$ cat src/rtl/twiddle_addr.sv
module twiddle_addr #(
  parameter int CW = 10,
  parameter int OW = 23
) (
  input  logic          clk,
  input  logic          rst_n,
  input  logic          in_valid,
  input  logic [CW-1:0] u_coord,
  input  logic [CW-1:0] v_coord,
  input  logic [2:0]    wcode,
  input  logic [2:0]    hcode,
  input  logic          mip_on,
  input  logic [3:0]    mip_lvl,
  input  logic          vq_on,
  input  logic [1:0]    bpp_sel,
  output logic          out_valid,
  output logic [OW-1:0] out_offset
);
  localparam int IW = 2 * CW;

  logic [3:0]    wlog, hlog, lvl_eff, lw, lh, lmin;
  logic [IW-1:0] idx;
  logic [OW-1:0] pat_l, pat_lm1, vq_base, tx_base, tx_base_b, idx_b, result;

  assign wlog    = {1'b0, wcode} + 4'd3;
  assign hlog    = {1'b0, hcode} + 4'd3;
  assign lvl_eff = (mip_lvl > wlog) ? wlog : mip_lvl;
  assign lw      = mip_on ? lvl_eff : wlog;
  assign lh      = mip_on ? lvl_eff : hlog;
  assign lmin    = (lw < lh) ? lw : lh;

  always_comb begin
    idx = '0;
    for (int i = 0; i < CW; i++) begin
      if (i < int'(lmin)) begin
        idx[2*i]   = v_coord[i];
        idx[2*i+1] = u_coord[i];
      end else if (lw > lh && i < int'(lw)) begin
        idx[int'(lmin)+i] = u_coord[i];
      end else if (lh > lw && i < int'(lh)) begin
        idx[int'(lmin)+i] = v_coord[i];
      end
    end
  end

  always_comb begin
    pat_l   = '0;
    pat_lm1 = '0;
    for (int k = 0; k < CW + 1; k++) begin
      if (k < int'(lvl_eff))       pat_l[2*k]   = 1'b1;
      if (k + 1 < int'(lvl_eff))   pat_lm1[2*k] = 1'b1;
    end
  end

  assign vq_base = !mip_on ? '0 : (lvl_eff == 4'd0) ? '0 : pat_lm1 + OW'(1);
  assign tx_base = !mip_on ? '0 : pat_l + OW'(3);

  always_comb begin
    case (bpp_sel)
      2'd0:    begin tx_base_b = tx_base >> 1; idx_b = OW'(idx >> 1); end
      2'd1:    begin tx_base_b = tx_base;      idx_b = OW'(idx);      end
      default: begin tx_base_b = tx_base << 1; idx_b = OW'(idx) << 1; end
    endcase
  end

  assign result = vq_on ? vq_base + OW'(idx >> 2) : tx_base_b + idx_b;

  always_ff @(posedge clk) begin
    if (!rst_n) begin
      out_valid  <= 1'b0;
      out_offset <= '0;
    end else begin
      out_valid <= in_valid;
      if (in_valid) out_offset <= result;
    end
  end

  a_r8_valid_follows: assert property (@(posedge clk) disable iff (!rst_n)
    out_valid == $past(in_valid));
  a_r8_hold_when_idle: assert property (@(posedge clk) disable iff (!rst_n)
    !in_valid |=> $stable(out_offset));
  a_r4_small_square_range: assert property (@(posedge clk) disable iff (!rst_n)
    (in_valid && !mip_on && !vq_on && bpp_sel == 2'd1 && wcode == 3'd0 && hcode == 3'd0)
    |=> (out_offset < OW'(64)));
  a_r7_level0_base: assert property (@(posedge clk) disable iff (!rst_n)
    (in_valid && mip_on && !vq_on && bpp_sel == 2'd1 && mip_lvl == 4'd0)
    |=> (out_offset == OW'(3)));
  a_r6_level0_vq: assert property (@(posedge clk) disable iff (!rst_n)
    (in_valid && mip_on && vq_on && mip_lvl == 4'd0) |=> (out_offset == '0));
  a_r9_reset_clear: assert property (@(posedge clk)
    !rst_n |=> (!out_valid && out_offset == '0));
endmodule

$ cat config.mk
export PLATFORM = sky130hd
export DESIGN_NAME = twiddle_addr
export DESIGN_NICKNAME = d
export VERILOG_FILES = /design/src/rtl/twiddle_addr.sv
export SDC_FILE = /design/constraint.sdc
export NUM_CORES = 1
export LEC_CHECK = 0
export ABC_CLOCK_PERIOD_IN_PS = 18200
export BUFFER_PORTS_ARGS = -buffer_cell sky130_fd_sc_hd__buf_2
export CORE_AREA = 2 2 198 103
export DETAILED_ROUTE_END_ITERATION = 10
export DIE_AREA = 0 0 200 105
export PLACE_DENSITY = 0.62
export SYNTH_ARGS = -nofsm -noshare
export SYNTH_HDL_FRONTEND = slang
export SYNTH_SLANG_ARGS = --single-unit
$ cat constraint.sdc
create_clock -name clk -period 18.2 [get_ports clk]
set_input_delay 0.91 -clock clk [delete_from_list [all_inputs] [get_ports clk]]
set_output_delay 0.91 -clock clk [all_outputs]
set_load 0.02 [all_outputs]
* Word-level counts from Yosys, hierarchy flattened
Index checks and enable logic that the tools add are counted.
Operators by class: shift-type cells 0, bitwise logic cells 2, magnitude comparators 66, $add $sub $neg 15, reduce and logical (&&, ||, !) cells 32, multiplexer cells 108, multiply operators 0, equality and inequality tests 1, div/mod/pow operators 0
Operator list (number):
- 20-bit 2-to-1 mux | 20
- 20-bit bitwise mux | 18
- 22-bit 2-to-1 mux | 3
- 3-bit by 4-bit less-than comparator with 1-bit output (first input constant) | 16
- 5-bit by 6-bit less-than comparator with 1-bit output (second input constant) | 9
- 23-bit case mux with 2 select lines | 1
- 1-bit demux with 5-bit select | 9
- 5-bit by 1-bit greater-or-equal comparator with 1-bit output (second input constant) | 9
- 21-bit case mux with 2 select lines | 1
- 20-bit by 16-bit AND with 20-bit output | 2
- 4-bit less-than comparator (first input constant) | 10
- 18-bit 2-to-1 mux | 2
- 1-bit by 4-bit less-than comparator with 1-bit output (first input constant) | 8
- 2-bit by 4-bit less-than comparator with 1-bit output (first input constant) | 8
- 16-bit 2-to-1 mux | 2
- 1-bit logical AND | 30
- 14-bit 2-to-1 mux | 2
- 12-bit 2-to-1 mux | 2
- 2-bit 2-to-1 mux | 12
- 4-bit 2-to-1 mux | 6
- 22-bit by 18-bit adder with 23-bit output | 1
- 23-bit adder | 1
- 23-bit 2-to-1 mux | 1
- 21-bit by 1-bit adder with 22-bit output (second input constant) | 1
- 18 further kinds | 50
Storage, ports and cells: memories kept 0, logic and storage cells 226, RAM bits 0, memory bits (read-only) 0, bits in latches 0, flip-flop bits (word level) 24, input port bits 37

* Longest topological paths before layout
word-level depth 53, depth in mapped cells 45

* Least setup slack after synthesis
No wires, ideal clock.
path type input to register, start in wcode[0], end reg out_offset[20], arrival time 8.929 ns, path buffers 5, required time 18.069 ns, cell stages on the path 45, slack 9.140 ns, cell sequence inv_1 ha_1 xnor2_1 inv_1 ha_1 and4_1 buf_2 nand2_1 o21ai_1 buf_2 a21oi_1 inv_1 ha_1 nor2_1 o21bai_1 and2_1 buf_4 a211o_1 [9 not listed] o22ai_1 mux2_2 nor2_1 ha_1 fa_1 a21o_1 a21oi_1 o21bai_1 a21oi_1 o21bai_1 a21oi_1 nor2b_1 o31ai_1 a2111o_1 a31oi_1 xor2_1 a22oi_1 a21oi_1
On the way: word-level cells in the longest chain between the ends 53, elaborated cells on any way between the ends 221, classes of those cells add/sub: 14; order compare: 66; mux: 108; bitwise: 2; reduce/logical: 31
Ends and longest elaborated chain:
- from (decl) | line 10 | input logic [2:0] wcode,
- 3-bit by 2-bit adder with 4-bit output * | line 25 | assign wlog = {1'b0, wcode} + 4'd3;
- parallel branches: the longest is 51 deep, another holds 5-bit by 6-bit less-than comparator with 1-bit output
- 23-bit 2-to-1 mux * | line 66 | assign result = vq_on ? vq_base + OW'(idx >> 2) : tx_base_b + idx_b;
- to (signal assigned) | line 74 | if (in_valid) out_offset <= result;
- to (decl) | line 17 | output logic [OW-1:0] out_offset
Every way passes the cells marked *. A chain may end at the register's enable or synchronous reset.

* Worst setup path in the final report
start in wcode[0], end reg out_offset[21]
Same word-level chain as after synthesis.

==> flow_metrics.py <==
metrics = {
    "setup_path": {
        "max_stage_delay_ns": 0.83,
        "cp.arrival_ns": 11.85,
        "crit_slowest_cell": "nor2b_1",
        "crit_start": "wcode[0]",
        "setup.worst_path.class": "input pin to register",
        "r2r-start": "out_offset[16]$_SDFFE_PN0P_",
        "worst_r2r_path_depth": 4,
        "crit_top_cell": "ha_1",
        "worstPathRequired_ns": 18.36,
        "endpoint_kind": "register",
        "path_max_fanout": 16,
        "worst_setup_path_start_kind": "input pin",
    },
    "clocking": {
        "post_cts_buffers": 0,
        "cts_root_buf": "clkbuf_16",
        "cts_resized": 0,
        "clock-sinks": 24,
        "clkLatencyLatePin_ns": 0.27,
        "cts_buffers": 3,
        "cts_hold_buf": 0,
        "clk_pin_slew_ns": 0.07,
        "htreeDepth": 1,
        "cts_max_path_buffers": 2,
        "cts_tree": "yes",
    },
    "timing": {
        "fin_tns_setup_ns": 0,
        "setup_violations": 0,
        "finClkSkew_ns": 0,
        "finalCriticalPeriod_ns": 11.69,
        "relSlewSlack_pct": 25.69,
        "rsz0062_at_grt": "false",
        "fin_crit_sh_pct": 64.24,
        "timing.fmax_ghz": 0.08554,
        "worstMarginPinSlew_ns": 1.114,
        "hold_violations": 0,
        "slew_viol_final": 0,
    },
    "global_routing": {
        "grt_max_degree": 55,
        "grt_util_met1_pct": 51.30,
        "gr-usage-met2_pct": 34.85,
        "grt_pass1_wl_um": 49690,
        "grt_pass1_vias": 7662,
        "antenna_found_initial": 0,
        "track_usage_pct": 31.91,
        "grt-busiest-layer": "met1",
        "use_met3_pct": 17.72,
        "gr-total-overflow": 0,
    },
    "outcome": {
        "status": "finished, final reports clean",
    },
    "logic_synthesis": {
        "synth_cells": 1022,
        "syn_area_mm2": 0.006827,
        "synth_edf_count": 0,
        "synth-seq-cells": 24,
        "seq_area_frac_synth_pct": 7.038,
        "avgSynthCellArea_um2": 6.680,
        "syn_nets": 1109,
        "synth-warning-count": 0,
        "synthArstFlopShare_pct": 0,
        "ys_types": 104,
        "ys.flop_type": "dfxtp_1",
    },
    "detailed_routing": {
        "drt_iter0_markers": 1344,
        "num_vias": 8848,
        "routed_via_density": 6.683,
        "ant_nets": 0,
        "drc": 0,
        "wl_um": 33990,
        "first_pass_iters": 6,
        "wl_per_cell_um": 25.67,
    },
    "layout": {
        "antenna_cells": 0,
        "utilization_pct": 39.10,
        "area_growth_syn_to_layout_pct": 9.659,
        "multiInputGateArea_mm2": 0.005934,
        "nets": 1146,
        "fillers": 2069,
        "drive_above_1_share_pct": 14.18,
        "seq_area_um2": 480.5,
    },
    "floorplan": {
        "core_mm2": 0.01914,
        "initial_utilization_pct": 35.66,
        "row_count": 36,
        "ios": 61,
        "die_w_um": 200,
        "chipHeight_um": 105,
        "die-area_mm2": 0.02100,
    },
    "hold_path": {
        "whs_path_depth": 2,
        "hold_start": "out_offset[7]$_SDFFE_PN0P_",
        "hold_class": "register to register",
    },
    "power": {
        "power_uw": 817.5,
        "powerDensity_mw_per_mm2": 109.2,
        "power.leakage_nw": 3.081,
        "vdd_drop_max_uv": 38.64,
    },
    "placement": {
        "finalWeightedCongestion": 1.072,
        "port_buffers": 60,
        "hpwlAfterDp_um": 27840,
    },
    "run": {
        "cap_violations": 0,
    },
}
final timing paths:
kind,to,slack (ns)
worst max-delay path,out_offset[21]$_SDFFE_PN0P_,6.51
worst min-delay path,out_offset[7]$_SDFFE_PN0P_,0.46
worst max register to register,out_offset[16]$_SDFFE_PN0P_,17.11
worst min register to register,out_offset[7]$_SDFFE_PN0P_,0.46
kinds of logic (layout without fill, tap and decap cells):
group / count (synthesis) / after routing / share of synthesized area (%)
compound gates: 389 / 389 / 42.21
xor+xnor: 31 / 31 / 3.977
fa+ha+maj: 50 / 50 / 9.384
buf+inv: 101 / 137 / 6.103
flops: 24 / 24 / 7.038
mux: 21 / 21 / 3.574
simple gates: 406 / 406 / 27.71
where the power goes:
| part | total, mW | switching (mW) | internal (mW) | leakage, nW |
|---|---|---|---|---|
| sequential | 0.0635 | 0.00338 | 0.0601 | 0.198 |
| clock | 0.0560 | 0.0222 | 0.0338 | 0.0442 |
| combinational | 0.698 | 0.486 | 0.212 | 2.84 |
synth_stat cells (all sizes together) (4+ instances only):
cell type	n	area share (%)
nor2	135	7.5
nand2	114	6.3
a21oi	95	7.0
o21ai	63	4.8
inv	51	2.8
ha	48	8.8
nand3	40	2.9
nor3	33	2.4
clkbuf	31	1.7
a211oi	27	4.0
dfxtp	24	7.0
a31oi	23	2.3
xnor2	18	2.3
buf	17	1.5
a211o	14	1.9
a21o	14	1.5
a22oi	13	1.5
and2	13	1.2
o31ai	13	1.7
xor2	13	1.7
o211ai	12	1.5
mux2	11	1.9
a22o	10	1.3
a311oi	10	1.7
mux2i	10	1.6
and3	9	0.90
nand4	9	0.92
o21a	9	1.1
o22ai	9	0.92
or3	9	0.82
nand2b	8	0.73
nor2b	8	0.84
o2111ai	8	1.0
o21bai	8	0.88
o32ai	8	1.0
nor4	7	0.86
o221ai	7	1.2
o31a	7	1.0
or2	7	0.64
a2111oi	5	1.1
nand3b	4	0.44
cell type report:
type,count,share of cell area (%)
clock buffers,4,1.187
well taps,266,4.446
flip-flops and latches,24,6.418
multi-input cells,897,79.27
inverters,53,2.658
repair buffers,80,6.017
layout by cell type, fill, tap and decap left out, types with 6 or more instances in the layout:
cell type / count
nor2_1: 134
nand2_1: 112
a21oi_1: 94
buf_2: 60
o21ai_0: 58
ha_1: 48
inv_1: 46
nand3_1: 40
nor3_1: 33
dfxtp_1: 24
a31oi_1: 21
buf_4: 20
xnor2_1: 18
a211oi_1: 18
a21o_1: 14
xor2_1: 13
a211o_1: 13
and2_1: 13
a22oi_1: 12
o211ai_1: 10
a22o_1: 10
o31ai_1: 10
mux2i_1: 9
or3_1: 9
o21a_1: 8
o21bai_1: 8
and3_1: 8
nand2b_1: 8
o2111ai_1: 8
nand4_1: 8
mux2_2: 8
o22ai_1: 8
o32ai_1: 8
nor2b_1: 7
or2_2: 7
a311oi_1: 7
a211oi_2: 6
o221ai_1: 6
nor4_1: 6
o31a_1: 6
through the flow:
step	std cells	worst slack, ns	hold slack (ns)	cell area [um^2]
6_report	1324	6.509	0.4636	7486
3_5_place_dp	1320	6.719	0.4565	7397
4_1_cts	1324	6.980	0.4667	7486
5_1_grt	1324	5.792	0.4930	7486
2_1_floorplan	1022	9.140	0.5450	6827
3_3_place_gp	1320	6.915	0.4543	7397
state kept, by name (all words and copies together) (netlist names):
register and count:
out_offset 23, out_valid 1
worst max-delay path: cells and delay by family:
| kind | cells | cell delay [ns] |
|---|---|---|
| and+or+nand+nor | 12 | 3.50 |
| adders and majority gates | 5 | 1.60 |
| buffers and inverters | 6 | 1.18 |
| xor gates and xnor gates | 2 | 0.64 |
| AOI/OAI and AO/OA | 19 | 3.98 |
metal layers:
layer | up-vias | share of wire (%)
li1 | 3935 | -
met5 | - | 0
met1 | 4174 | 48
met3 | 48 | 19
met2 | 691 | 32
met4 | 0 | 1.1
(Power assumes the default switching activity.)
